$ cat config.mk
export PLATFORM = sky130hd
export DESIGN_NAME = drm_handler
export DESIGN_NICKNAME = d
export VERILOG_FILES = /design/src/rtl/drm_pkg.sv /design/src/rtl/drm_entry.sv /design/src/rtl/drm_status.sv /design/src/rtl/drm_slave_fwd.sv /design/src/rtl/drm_handler.sv
export SDC_FILE = /design/constraint.sdc
export NUM_CORES = 1
export LEC_CHECK = 0
export CAP_MARGIN = 20
export CELL_PAD_IN_SITES_DETAIL_PLACEMENT = 1
export CELL_PAD_IN_SITES_GLOBAL_PLACEMENT = 2
export CORE_MARGIN = 10
export CORE_UTILIZATION = 25
export CTS_CLUSTER_SIZE = 20
export DETAILED_ROUTE_END_ITERATION = 8
export DONT_BUFFER_PORTS = 1
export GPL_TIMING_DRIVEN = 0
export MAX_ROUTING_LAYER = met4
export PLACE_DENSITY = 0.57
export SYNTH_ARGS = -nofsm -noshare
export SYNTH_HDL_FRONTEND = slang
export SYNTH_HIERARCHICAL = 1
export SYNTH_SLANG_ARGS = --single-unit
$ cat constraint.sdc
create_clock -name clk -period 3 [get_ports clk]
set_input_delay 0 -clock clk [delete_from_list [all_inputs] [get_ports clk]]
set_output_delay 0 -clock clk [all_outputs]
set_load 0.01 [all_outputs]
$ cat src/rtl/drm_pkg.sv
package drm_pkg;
    localparam int ADDR_W    = 32;
    localparam int CMD_W     = 4;
    localparam int BE_W      = 4;
    localparam int STAT_W    = 8;
    localparam int ABORT_BIT = 7;
    localparam int RSP_W     = 2;

    typedef enum logic [1:0] {
        ST_IDLE       = 2'd0,
        ST_PENDING    = 2'd1,
        ST_CMPL_DATA  = 2'd2,
        ST_CMPL_ABORT = 2'd3
    } dr_state_e;

    typedef enum logic [RSP_W-1:0] {
        RSP_NONE   = 2'd0,
        RSP_RETRY  = 2'd1,
        RSP_DATA   = 2'd2,
        RSP_MABORT = 2'd3
    } tgt_rsp_e;

    typedef struct packed {
        logic [ADDR_W-1:0] addr;
        logic [CMD_W-1:0]  cmd;
        logic [BE_W-1:0]   be;
    } rd_req_t;

    function automatic logic req_match(rd_req_t a, rd_req_t b);
        return (a.addr == b.addr) && (a.cmd == b.cmd) && (a.be == b.be);
    endfunction
endpackage

$ cat src/rtl/drm_entry.sv
module drm_entry
    import drm_pkg::*;
#(
    parameter int DATA_W = 32
) (
    input  logic              clk,
    input  logic              rst,
    input  logic              t_vld,
    input  rd_req_t           t_req,
    output tgt_rsp_e          t_rsp,
    output logic [DATA_W-1:0] t_rdata,
    output logic              im_req,
    output rd_req_t           im_info,
    input  logic              im_done,
    input  logic              im_abort,
    input  logic [DATA_W-1:0] im_rdata,
    output logic              abort_evt
);
    dr_state_e         state_q;
    rd_req_t           cap_q;
    logic [DATA_W-1:0] hold_q;
    logic              hit;

    assign hit       = req_match(t_req, cap_q);
    assign im_req    = (state_q == ST_PENDING);
    assign im_info   = cap_q;
    assign abort_evt = (state_q == ST_PENDING) && im_abort;

    always_ff @(posedge clk) begin
        if (rst) begin
            state_q <= ST_IDLE;
            cap_q   <= '0;
            hold_q  <= '0;
            t_rsp   <= RSP_NONE;
            t_rdata <= '0;
        end else begin
            t_rsp   <= RSP_NONE;
            t_rdata <= '0;
            case (state_q)
                ST_IDLE: begin
                    if (t_vld) begin
                        cap_q   <= t_req;
                        t_rsp   <= RSP_RETRY;
                        state_q <= ST_PENDING;
                    end
                end
                ST_PENDING: begin
                    if (t_vld) t_rsp <= RSP_RETRY;
                    if (im_abort) begin
                        state_q <= ST_CMPL_ABORT;
                    end else if (im_done) begin
                        hold_q  <= im_rdata;
                        state_q <= ST_CMPL_DATA;
                    end
                end
                ST_CMPL_DATA: begin
                    if (t_vld) begin
                        if (hit) begin
                            t_rsp   <= RSP_DATA;
                            t_rdata <= hold_q;
                            state_q <= ST_IDLE;
                        end else begin
                            t_rsp <= RSP_RETRY;
                        end
                    end
                end
                default: begin
                    if (t_vld) begin
                        if (hit) begin
                            t_rsp   <= RSP_MABORT;
                            state_q <= ST_IDLE;
                        end else begin
                            t_rsp <= RSP_RETRY;
                        end
                    end
                end
            endcase
        end
    end

    a_r1_ib_hold: assert property (@(posedge clk) disable iff (rst)
        (im_req && !im_done && !im_abort) |=> (im_req && $stable(im_info)))
        else $error("R1: internal request dropped or changed before answer");

    a_r4_busy_mismatch_retry: assert property (@(posedge clk) disable iff (rst)
        (state_q != ST_IDLE && t_vld && !hit) |=> (t_rsp == RSP_RETRY))
        else $error("R4: mismatching request not retried");

    a_r5_abort_no_data: assert property (@(posedge clk) disable iff (rst)
        (t_rsp == RSP_MABORT) |-> (t_rdata == '0))
        else $error("R5: data returned with master abort");

    a_r6_hold_until_delivered: assert property (@(posedge clk) disable iff (rst)
        (state_q == ST_CMPL_ABORT && !t_vld) |=> (state_q == ST_CMPL_ABORT))
        else $error("R6: aborted entry flushed before delivery");
endmodule

$ cat src/rtl/drm_status.sv
module drm_status
    import drm_pkg::*;
(
    input  logic              clk,
    input  logic              rst,
    input  logic              set_evt,
    input  logic              clr_wr,
    input  logic [STAT_W-1:0] clr_data,
    output logic [STAT_W-1:0] status,
    output logic              irq
);
    logic abort_q;

    always_ff @(posedge clk) begin
        if (rst)                                abort_q <= 1'b0;
        else if (set_evt)                       abort_q <= 1'b1;
        else if (clr_wr && clr_data[ABORT_BIT]) abort_q <= 1'b0;
    end

    always_comb begin
        status            = '0;
        status[ABORT_BIT] = abort_q;
    end

    assign irq = abort_q;

    a_r7_abort_sets_bit: assert property (@(posedge clk) disable iff (rst)
        set_evt |=> status[ABORT_BIT])
        else $error("R7: abort did not set status bit");

    a_r8_clear_drops_irq: assert property (@(posedge clk) disable iff (rst)
        (clr_wr && clr_data[ABORT_BIT] && !set_evt) |=> !irq)
        else $error("R8: irq still high after clear");
endmodule

$ cat src/rtl/drm_slave_fwd.sv
module drm_slave_fwd (
    input  logic clk,
    input  logic rst,
    input  logic slv_req,
    input  logic pci_abort,
    output logic claim,
    output logic release_bus
);
    always_ff @(posedge clk) begin
        if (rst) begin
            claim       <= 1'b0;
            release_bus <= 1'b0;
        end else begin
            claim       <= slv_req && !pci_abort;
            release_bus <= slv_req && pci_abort;
        end
    end

    a_r10_exclusive: assert property (@(posedge clk) disable iff (rst)
        $onehot0({claim, release_bus}))
        else $error("R10: claim and release both high");

    a_r10_answered: assert property (@(posedge clk) disable iff (rst)
        slv_req |=> (claim || release_bus))
        else $error("R10: reverse request not answered");
endmodule

$ cat src/rtl/drm_handler.sv
module drm_handler
    import drm_pkg::*;
#(
    parameter int NPORT  = 2,
    parameter int DATA_W = 32
) (
    input  logic                     clk,
    input  logic                     rst,
    input  logic [NPORT-1:0]         tgt_valid,
    input  logic [NPORT*ADDR_W-1:0]  tgt_addr,
    input  logic [NPORT*CMD_W-1:0]   tgt_cmd,
    input  logic [NPORT*BE_W-1:0]    tgt_be,
    output logic [NPORT*RSP_W-1:0]   tgt_rsp,
    output logic [NPORT*DATA_W-1:0]  tgt_rdata,
    output logic [NPORT-1:0]         ib_req,
    output logic [NPORT*ADDR_W-1:0]  ib_addr,
    output logic [NPORT*CMD_W-1:0]   ib_cmd,
    output logic [NPORT*BE_W-1:0]    ib_be,
    input  logic [NPORT-1:0]         ib_done,
    input  logic [NPORT-1:0]         ib_abort,
    input  logic [NPORT*DATA_W-1:0]  ib_rdata,
    input  logic [NPORT-1:0]         csr_wr,
    input  logic [NPORT*STAT_W-1:0]  csr_wdata,
    output logic [NPORT*STAT_W-1:0]  csr_status,
    output logic [NPORT-1:0]         irq,
    input  logic [NPORT-1:0]         slv_req,
    input  logic [NPORT-1:0]         slv_pci_abort,
    output logic [NPORT-1:0]         slv_claim,
    output logic [NPORT-1:0]         slv_release
);
    for (genvar p = 0; p < NPORT; p++) begin : g_port
        rd_req_t  t_req;
        rd_req_t  im_info;
        tgt_rsp_e rsp;
        logic     abort_evt;

        assign t_req.addr = tgt_addr[p*ADDR_W +: ADDR_W];
        assign t_req.cmd  = tgt_cmd[p*CMD_W +: CMD_W];
        assign t_req.be   = tgt_be[p*BE_W +: BE_W];

        drm_entry #(.DATA_W(DATA_W)) u_entry (
            .clk      (clk),
            .rst      (rst),
            .t_vld    (tgt_valid[p]),
            .t_req    (t_req),
            .t_rsp    (rsp),
            .t_rdata  (tgt_rdata[p*DATA_W +: DATA_W]),
            .im_req   (ib_req[p]),
            .im_info  (im_info),
            .im_done  (ib_done[p]),
            .im_abort (ib_abort[p]),
            .im_rdata (ib_rdata[p*DATA_W +: DATA_W]),
            .abort_evt(abort_evt)
        );

        assign tgt_rsp[p*RSP_W +: RSP_W] = rsp;
        assign ib_addr[p*ADDR_W +: ADDR_W] = im_info.addr;
        assign ib_cmd[p*CMD_W +: CMD_W]    = im_info.cmd;
        assign ib_be[p*BE_W +: BE_W]       = im_info.be;

        drm_status u_status (
            .clk     (clk),
            .rst     (rst),
            .set_evt (abort_evt),
            .clr_wr  (csr_wr[p]),
            .clr_data(csr_wdata[p*STAT_W +: STAT_W]),
            .status  (csr_status[p*STAT_W +: STAT_W]),
            .irq     (irq[p])
        );

        drm_slave_fwd u_fwd (
            .clk        (clk),
            .rst        (rst),
            .slv_req    (slv_req[p]),
            .pci_abort  (slv_pci_abort[p]),
            .claim      (slv_claim[p]),
            .release_bus(slv_release[p])
        );
    end
endmodule

==> impl_metrics.env, run 1 <==
export IMPL_total_leakage_power_uw=0.00394
export IMPL_cp_arrival_ns=3.14
export IMPL_clk_pin_slew_worst_paths_ns=0.06
export IMPL_grt_util_all_layers_pct=15.1
export IMPL_finalWeightedCongestion=0.727
export IMPL_ir_drop_mv=0.443
export IMPL_utilization_pct=35.0
export IMPL_via_count=7202
export IMPL_cp_max_fo=6
export IMPL_die_w_um=206
export IMPL_p_sw_uw=1850
export IMPL_syn_area_sq_mm=0.00862
export IMPL_wl_per_cell_um=19.7
export IMPL_clkLatencyLatePin_ns=0.55
export IMPL_drc=0
export IMPL_clock_sinks=222
export IMPL_numPortBuffers=0
export IMPL_fin_tns_setup_ns=0
export IMPL_nNetsFinal=1334
export IMPL_max_slew_margin_pct=47.3
export IMPL_post_synth_top_area_fraction_pct=51.6
export IMPL_drt_iter0_drc=174
export IMPL_cts_buffers=28
export IMPL_drive_above_1_share_pct=10.9
export IMPL_rsz0062_at_grt="false"
export IMPL_ff2ff_path_depth=7
export IMPL_p_seq_share_pct=44.6
export IMPL_antenna_found_initial=2
export IMPL_syn_to_final_growth_pct=37.0
export IMPL_rows=67
export IMPL_finalWirelength_um=32100
export IMPL_dp_hpwl_um=24200
export IMPL_fin_crit_sh_pct=88.1
export IMPL_internal_power_uw=5330
export IMPL_cap_violations=0
export IMPL_hold_path_class="in -> reg"
export IMPL_viasPerCell=4.42
export IMPL_root_buffer="clkbuf_16"
export IMPL_p_clk_share_pct=44.8
export IMPL_yosysTopAreaCell="dfxtp_1"
export IMPL_cts_tree="built"
export IMPL_worstPathRequired_ns=3.49
export IMPL_regArea_sq_mm=0.00444
export IMPL_synth_area_leaders="dfxtp_1, nand2_1, nor3b_2"
export IMPL_cts_resized=0
export IMPL_synth_seq_area_share_pct=51.6
export IMPL_multi_input_area_sq_mm=0.00381
export IMPL_fin_crit_ns=2.64
export IMPL_core_sq_mm=0.0338
export IMPL_min_to="g_port[0].u_entry/t_rsp[0]$_SDFF_PP0_"
export IMPL_hp_start="tgt_cmd[1]"
export IMPL_grt_pass1_vias=7899
export IMPL_rrSetupSlack_ns=0.36
export IMPL_io_pins=346
export IMPL_drv_slew=0
export IMPL_hold_slack_ns=0.0296
export IMPL_setup_violations=0
export IMPL_rr_endpoint="g_port[1].u_entry/hold_q[0]$_SDFFE_PP0P_"
export IMPL_fmax_mhz=378
export IMPL_grt_pass1_wl_um=48500
export IMPL_hold_depth=5
export IMPL_die_h_um=206
export IMPL_pwr_share_comb_pct=10.5
export IMPL_hold_violations=0
export IMPL_drt_pass1_iter_count=4
export IMPL_die_area_sq_mm=0.0423
export IMPL_status="finished clean"
export IMPL_path_class="reg -> reg"
export IMPL_initial_utilization_pct=25.5
export IMPL_worst_pin_slew_ns=0.790
export IMPL_synthCells=948
export IMPL_overflow=0
export IMPL_nFillCells=3918
export IMPL_synth_cell_types=25
export IMPL_clock_path_buffers=3
export IMPL_rr_startpoint="g_port[1].u_entry/state_q[1]$_SDFFE_PP0P_"
export IMPL_synth_seq_cells=222
export IMPL_p_sw_share_pct=25.8
export IMPL_htreeDepth=1
export IMPL_grt_max_degree=15
export IMPL_setup_worst_path_end_class="register"
export IMPL_ant_nets=0
export IMPL_crit_path_start_kind="register"
export IMPL_skew_ns=0.0177
export IMPL_layout_setup_ws_ns=0.357
export IMPL_power_per_cell_area_mw_per_mm2=608
export IMPL_yosysWarnings=6
export IMPL_avgSynthCellArea_sq_um=9.09
export IMPL_preCtsSetupSlack_ns=0.593
==> final cells by class <==
type                            instances  area share [%]
Clock inverter                          6           0.593
Tap cell                              448            4.75
Sequential cell                       222            37.6
Clock buffer                           44            6.87
Inverter                                6           0.191
Antenna cell                            1          0.0212
Multi-Input combinational cell        656            32.2
Buffer                                 76            3.31
Timing Repair Buffer                  170            14.4
==> synth_stat cells <==
master and count:
and3b_1 4, nor3b_1 8, nor4_2 4, a311oi_2 2, nand2_1 290, o21a_1 2
nand3b_1 4, and2_1 2, dfxtp_1 222, o21ai_0 2, nor2_1 2, nand4_2 2
conb_1 2, nor3_1 4, a21oi_1 148, nor3b_2 60, buf_6 6, xnor2_1 80
nand4_1 18, clkbuf_1 54, nor2b_1 4, buf_4 16, nand3_1 4, a41o_1 2
inv_1 6
==> worst max path at each step <==
stage               slack, ns                                        end                                 startpoint
finish                   0.36   g_port[1].u_entry/hold_q[0]$_SDFFE_PP0P_  g_port[1].u_entry/state_q[1]$_SDFFE_PP0P_
global route             0.20  g_port[1].u_entry/hold_q[31]$_SDFFE_PP0P_  g_port[1].u_entry/state_q[1]$_SDFFE_PP0P_
CTS                      0.36   g_port[1].u_entry/hold_q[0]$_SDFFE_PP0P_  g_port[1].u_entry/state_q[1]$_SDFFE_PP0P_
detailed placement       0.59    g_port[1].u_entry/t_rdata[3]$_SDFF_PP0_  g_port[1].u_entry/im_info[4]$_SDFFE_PP0P_
global placement         0.58    g_port[1].u_entry/t_rdata[3]$_SDFF_PP0_  g_port[1].u_entry/im_info[4]$_SDFFE_PP0P_
floorplan                1.33   g_port[0].u_entry/t_rdata[10]$_SDFF_PP0_  g_port[0].u_entry/im_info[2]$_SDFFE_PP0P_
==> state kept, by name (all words and copies together), names as in the netlist <==
name and flops:
g_port.u_status/irq 2, g_port.u_entry/state_q 4, g_port.u_fwd/release_bus 2, g_port.u_entry/hold_q 64, g_port.u_entry/t_rsp 4, g_port.u_entry/im_info 80, g_port.u_entry/t_rdata 64, g_port.u_fwd/claim 2
==> stage by stage <==
stage	cells	area [sq um]	power, uW
floorplan	960	8660	3630
global placement	1408	9220	3820
detailed placement	1408	9220	3830
CTS	1628	11800	7340
global route	1629	11800	7540
finish	1629	11800	7190
==> per-layer routing <==
| metal | track usage, % | wire length [um] | part of all wire (%) | vias to the layer above |
|---|---|---|---|---|
| met1 | 18.4 | 13900 | 43 | 3461 |
| met3 | 4.10 | 2060 | 6.4 | 33 |
| met5 | - | 0 | 0 | - |
| met4 | 3.31 | 601 | 1.9 | 0 |
| met2 | 24.4 | 15600 | 48 | 197 |
| li1 | - | - | - | 3511 |
==> timing repair <==
action,4_1_cts,5_1_grt
hold buffers,170,0
buffers inserted,0,0
hold endpoints to repair,162,0
==> layout by cell type, fill, tap and decap left out, drive strengths merged, types with 4 or more instances in the layout <==
cell	n
clkinv	4
nor4	4
and3b	4
a21oi	148
xnor2	80
dfxtp	222
nand3b	4
dlygate4sd3	170
inv	7
nand3	4
conb	14
nor3	4
nand4	20
nor2b	4
nor3b	68
nand2	290
buf	22
clkbuf	98
==> power groups by stage <==
stage / Sequential (uW) / Combinational (uW) / Clock (uW)
2_1_floorplan: 3220 / 408 / 0
3_3_place_gp: 3280 / 544 / 0
3_5_place_dp: 3280 / 549 / 0
4_1_cts: 3210 / 770 / 3350
5_1_grt: 3220 / 843 / 3480
6_report: 3210 / 756 / 3220
==> cells by family after synthesis <==
group / Yosys count / synth area share [%]
DFF: 222 / 51.6
buffers and inverters: 82 / 4.79
AOI/OAI and AO/OA: 156 / 9.47
and+or+nand+nor: 406 / 26.0
other: 2 / 0.0871
xor gates and xnor gates: 80 / 8.13
==> critical path: stages, from the launching register on <==
cell	delay, ns
dfxtp_1	0.36
nor2b_1	0.43
and3b_1	0.23
clkbuf_1	0.25
nand2_1	0.09
dlygate4sd3_1	0.56
a21oi_1	0.12
dlygate4sd3_1	0.55
No activity file was read; power rests on OpenSTA's default activity.
==> run 2, diff against run 1 <==
PLACE_DENSITY = 0.6   (was 0.57)
TNS_END_PERCENT = 100   (was default)
clock period = 2.4 ns   (was 3 ns; I/O delays follow)
==> impl_metrics.env, run 2 (same netlist as run 1, synthesis figures left out) <==
export IMPL_status="finished clean"
export IMPL_worstPathRequired_ns=2.84
export IMPL_wl_per_cell_um=19.9
export IMPL_drc=0
export IMPL_viasPerCell=4.40
export IMPL_drive_above_1_share_pct=11.6
export IMPL_drv_slew=0
export IMPL_finalWirelength_um=32300
export IMPL_layout_setup_ws_ns=0.151
export IMPL_numPortBuffers=0
export IMPL_drt_iter0_drc=184
export IMPL_clk_pin_slew_worst_paths_ns=0.06
export IMPL_power_per_cell_area_mw_per_mm2=770
export IMPL_crit_path_start_kind="register"
export IMPL_crit_buf_inv=1
export IMPL_fin_tns_setup_ns=0
export IMPL_cp_arrival_ns=2.69
export IMPL_preCtsSetupSlack_ns=0.0256
export IMPL_largest_reg_flops=80
export IMPL_ir_drop_mv=0.410
export IMPL_rsz0062_at_grt="false"
export IMPL_clkLatencyLatePin_ns=0.53
export IMPL_htreeDepth=1
export IMPL_cts_tree="built"
export IMPL_antenna_found_initial=1
export IMPL_total_leakage_power_uw=0.00397
export IMPL_hold_violations=0
export IMPL_cp_max_fo=10
export IMPL_grt_max_degree=13
export IMPL_fin_crit_ns=2.25
export IMPL_initial_utilization_pct=25.5
export IMPL_die_w_um=206
export IMPL_cpPeakStageDelay_ns=0.45
export IMPL_via_count=7153
export IMPL_finalWeightedCongestion=0.742
export IMPL_worst_pin_slew_ns=0.798
export IMPL_syn_to_final_growth_pct=37.6
export IMPL_core_sq_mm=0.0338
export IMPL_ant_nets=0
export IMPL_nNetsFinal=1331
export IMPL_die_area_sq_mm=0.0423
export IMPL_setup_worst_path_end_class="register"
export IMPL_die_h_um=206
export IMPL_fin_crit_sh_pct=93.7
export IMPL_io_pins=346
export IMPL_dp_hpwl_um=24000
export IMPL_fmax_mhz=445
export IMPL_cts_buffers=27
export IMPL_mostFrequentLayoutCells="nand2_1, dfxtp_1, dlygate4sd3_1"
export IMPL_setup_violations=0
export IMPL_drt_pass1_iter_count=4
export IMPL_clock_sinks=222
export IMPL_fin_total_pwr_uw=9130
export IMPL_grt_util_all_layers_pct=15.0
export IMPL_path_class="reg -> reg"
export IMPL_cap_violations=0
export IMPL_grt_pass1_wl_um=48300
export IMPL_rows=67
export IMPL_mostFrequentLayoutCell="nand2_1"
export IMPL_max_slew_margin_pct=46.8
export IMPL_path_delay_family="simple AND/OR/NAND/NOR gates"
export IMPL_hold_path_class="in -> reg"
export IMPL_root_buffer="clkbuf_16"
export IMPL_hold_slack_ns=0.00981
export IMPL_slowest_stage="nor4_4"
export IMPL_overflow=0
export IMPL_cp_cell_sequence="xnor2_1, nand4_1, nor4_4, nand4_2, buf_6, nor3b_2"
export IMPL_skew_ns=0.0146
export IMPL_clock_path_buffers=3
export IMPL_grt_pass1_vias=7805
[run 2: worst register-to-register path: cells and delay by family, from the launching register on]
| family | cells | cell delay, ns |
|---|---|---|
| buf+inv | 1 | 0.28 |
| simple gates | 4 | 1.21 |
| xor+xnor | 1 | 0.32 |
| flops | 1 | 0.37 |
[run 2: final cells by class]
type | count | area (sq um)
fillers | 3894 | 21900
clock inverters | 10 | 130
well taps | 448 | 561
multi-input cells | 656 | 3840
plain buffers | 76 | 390
repair buffers | 168 | 1680
diodes | 1 | 2.50
flip-flops and latches | 222 | 4440
clock buffers | 37 | 783
inverters | 6 | 22.5
[run 2: final timing paths]
path	startpoint	endpoint	slack [ns]	cells past startpoint
worst max register to register	g_port[1].u_entry/im_info[6]$_SDFFE_PP0P_	g_port[1].u_entry/t_rdata[9]$_SDFF_PP0_	0.15	6
worst max-delay path	g_port[1].u_entry/im_info[6]$_SDFFE_PP0P_	g_port[1].u_entry/t_rdata[9]$_SDFF_PP0_	0.15	6
worst min-delay path	tgt_be[5]	g_port[1].u_entry/t_rsp[0]$_SDFF_PP0_	0.01	5
worst min register to register	g_port[1].u_entry/hold_q[17]$_SDFFE_PP0P_	g_port[1].u_entry/hold_q[17]$_SDFFE_PP0P_	0.45	2
[run 2: stage by stage]
| stage | instances | utilization (%) | area, sq um |
|---|---|---|---|
| after floorplan | 960 | - | 8660 |
| after global placement | 1408 | 27.3 | 9220 |
| after detailed placement | 1408 | 27.3 | 9220 |
| after CTS | 1623 | 35.0 | 11800 |
| after global routing | 1624 | 35.1 | 11900 |
| final | 1624 | 35.1 | 11900 |
[run 2: power breakdown]
part	switching, uW	internal, uW
sequential	188	3820
clock	1590	2580
combinational	520	432
total	2300	6830
[run 2: layer usage]
layer  vias up  routed length (um)  GRT usage [%]
li1       3505                   -              -
met1      3426               14000           18.1
met2       194               15900           24.8
met3        28                1950           3.37
met4         0                 400           3.94
met5         -                   0              -
[run 2: timing repair]
item | 4_1_cts | 5_1_grt
buffers inserted | 0 | 0
hold buffers | 168 | 0
setup endpoints to repair | 4 | 32
hold endpoints to repair | 162 | 0
resized for setup | 1 | 4
==> run 3, diff against run 2 <==
BUFFER_PORTS_ARGS = -buffer_cell sky130_fd_sc_hd__buf_4   (was default)
CTS_CLUSTER_DIAMETER = 80   (was default)
DONT_BUFFER_PORTS = default   (was 1)
MAX_ROUTING_LAYER = default   (was met4)
PLACE_DENSITY = 0.75   (was 0.6)
==> impl_metrics.env, run 3 (same netlist as run 1, synthesis figures left out) <==
export IMPL_status="finished clean"
export IMPL_p_clk_share_pct=35.4
export IMPL_regArea_sq_mm=0.00444
export IMPL_internal_power_uw=5940
export IMPL_drc=0
export IMPL_rsz0062_at_grt="false"
export IMPL_largest_reg_flops=80
export IMPL_cp_arrival_ns=2.66
export IMPL_ant_nets=0
export IMPL_worst_pin_slew_ns=0.780
export IMPL_drt_iter0_drc=254
export IMPL_met3_usage_pct=3.65
export IMPL_setup_worst_path_end_class="register"
export IMPL_drv_slew=0
export IMPL_use_met1_pct=18.7
export IMPL_clk_pin_slew_worst_paths_ns=0.08
export IMPL_skew_ns=0.0173
export IMPL_multi_input_area_sq_mm=0.00382
export IMPL_hold_depth=4
export IMPL_drt_pass1_iter_count=4
export IMPL_viasPerCell=4.34
export IMPL_grt_util_all_layers_pct=15.6
export IMPL_ff2ff_path_depth=6
export IMPL_rows=67
export IMPL_die_w_um=206
export IMPL_total_leakage_power_uw=0.00539
export IMPL_grt_pass1_wl_um=52700
export IMPL_via_count=8322
export IMPL_busiest_layer="met2"
export IMPL_path_class="reg -> reg"
export IMPL_io_pins=346
export IMPL_fin_total_pwr_uw=8210
export IMPL_postCtsSetupRepairBufs=0
export IMPL_initial_utilization_pct=25.5
export IMPL_htreeDepth=1
export IMPL_drive_above_1_share_pct=29.5
export IMPL_setup_violations=0
export IMPL_pwr_share_comb_pct=16.9
export IMPL_clock_sinks=222
export IMPL_fin_tns_setup_ns=0
export IMPL_gr_usage_met2_pct=27.1
export IMPL_power_per_cell_area_mw_per_mm2=594
export IMPL_hp_start="ib_abort[0]"
export IMPL_mostFrequentLayoutCell="buf_4"
export IMPL_rr_startpoint="g_port[1].u_entry/im_info[3]$_SDFFE_PP0P_"
export IMPL_wl_per_cell_um=17.8
export IMPL_fin_crit_ns=2.26
export IMPL_p_seq_share_pct=47.7
export IMPL_core_sq_mm=0.0338
export IMPL_cap_violations=0
export IMPL_die_h_um=206
export IMPL_hold_violations=0
export IMPL_rr_endpoint="g_port[1].u_entry/t_rdata[2]$_SDFF_PP0_"
export IMPL_p_sw_share_pct=27.7
export IMPL_max_slew_margin_pct=48.0
export IMPL_fmax_mhz=443
export IMPL_clock_path_buffers=3
export IMPL_min_to="g_port[0].u_entry/hold_q[31]$_SDFFE_PP0P_"
export IMPL_worstPathRequired_ns=2.81
export IMPL_nNetsFinal=1635
export IMPL_nFillCells=3913
export IMPL_rrSetupSlack_ns=0.14
export IMPL_finalWirelength_um=34200
export IMPL_grt_pass1_vias=9105
export IMPL_layout_setup_ws_ns=0.145
export IMPL_hold_slack_ns=0.0636
export IMPL_fin_crit_sh_pct=94.0
export IMPL_clkLatencyLatePin_ns=0.50
export IMPL_preCtsSetupSlack_ns=0.0149
export IMPL_numPortBuffers=317
export IMPL_cp_max_fo=10
export IMPL_p_sw_uw=2270
export IMPL_ir_drop_mv=0.350
export IMPL_cts_buffers=17
export IMPL_finalWeightedCongestion=0.753
export IMPL_crit_path_start_kind="register"
export IMPL_hold_path_class="in -> reg"
export IMPL_mostFrequentLayoutCells="buf_4, nand2_1, dfxtp_1"
export IMPL_root_buffer="clkbuf_16"
export IMPL_die_area_sq_mm=0.0423
export IMPL_cts_tree="built"
export IMPL_grt_max_degree=21
export IMPL_dp_hpwl_um=25200
export IMPL_antenna_found_initial=2
export IMPL_overflow=0
export IMPL_syn_to_final_growth_pct=60.2
[run 3: cell count changes in the layout (fill, tap and decap cells not counted), sizes merged]
cell,delta
buf,+317
bufinv,-3
clkbuf,-17
clkinv,-4
clkinvlp,-2
diode,+1
dlygate4sd3,-3
inv,+6
[run 3: worst max-delay path by stage]
stage / depth (start not counted) / end / from / slack [ns]
finish: 6 / g_port[1].u_entry/t_rdata[2]$_SDFF_PP0_ / g_port[1].u_entry/im_info[3]$_SDFFE_PP0P_ / 0.14
global route: 6 / g_port[1].u_entry/t_rdata[2]$_SDFF_PP0_ / g_port[1].u_entry/im_info[3]$_SDFFE_PP0P_ / 0.01
CTS: 6 / g_port[1].u_entry/t_rdata[2]$_SDFF_PP0_ / g_port[1].u_entry/im_info[3]$_SDFFE_PP0P_ / 0.15
detailed placement: 6 / g_port[1].u_entry/t_rdata[2]$_SDFF_PP0_ / g_port[1].u_entry/im_info[3]$_SDFFE_PP0P_ / 0.01
global placement: 6 / g_port[1].u_entry/t_rdata[2]$_SDFF_PP0_ / g_port[1].u_entry/im_info[3]$_SDFFE_PP0P_ / 0.07
floorplan: 6 / g_port[0].u_entry/t_rdata[10]$_SDFF_PP0_ / g_port[0].u_entry/im_info[2]$_SDFFE_PP0P_ / 0.73
[run 3: layout make-up]
class	instances	area share, %
sequential	222	32.2
timing repair buffer	482	29.2
multi-input combinational	656	27.7
tap	448	4.06
clock buffer	20	3.31
buffer	76	2.83
clock inverter	7	0.553
inverter	6	0.163
antenna	2	0.0362
[run 3: through the flow]
| step | instance area (sq um) | utilization [%] | instances |
|---|---|---|---|
| 6_report | 13800 | 40.9 | 1919 |
| 5_1_grt | 13800 | 40.9 | 1918 |
| 4_1_cts | 13800 | 40.8 | 1917 |
| 3_5_place_dp | 11600 | 34.3 | 1725 |
| 3_3_place_gp | 11600 | 34.3 | 1725 |
| 2_1_floorplan | 8660 | - | 960 |
[run 3: critical path, stage by stage, from the launching register on]
cell     delay, ns
dfxtp_1       0.35
xnor2_1       0.31
nand4_1       0.19
nor4_4        0.46
nand4_2       0.34
buf_6         0.28
nor3b_2       0.23
[run 3: layer usage]
metal | routed length [um] | part of all wire [%]
met3 | 1990 | 5.8
met1 | 14500 | 42
met4 | 852 | 2.5
met2 | 16800 | 49
met5 | 0 | 0
[run 3: power by group through the flow]
stage               Combinational (uW)  Sequential, uW  Clock [uW]
detailed placement                1160            4000           0
floorplan                          511            4030           0
CTS                               1400            3920        3050
finish                            1390            3920        2900
global placement                  1150            4000           0
global route                      1520            3940        3180
[run 3: repair_timing]
item,4_1_cts,5_1_grt
endpoints found under the setup margin,1,1
hold endpoints to repair,156,0
hold buffers,165,0
gates resized for setup,1,1
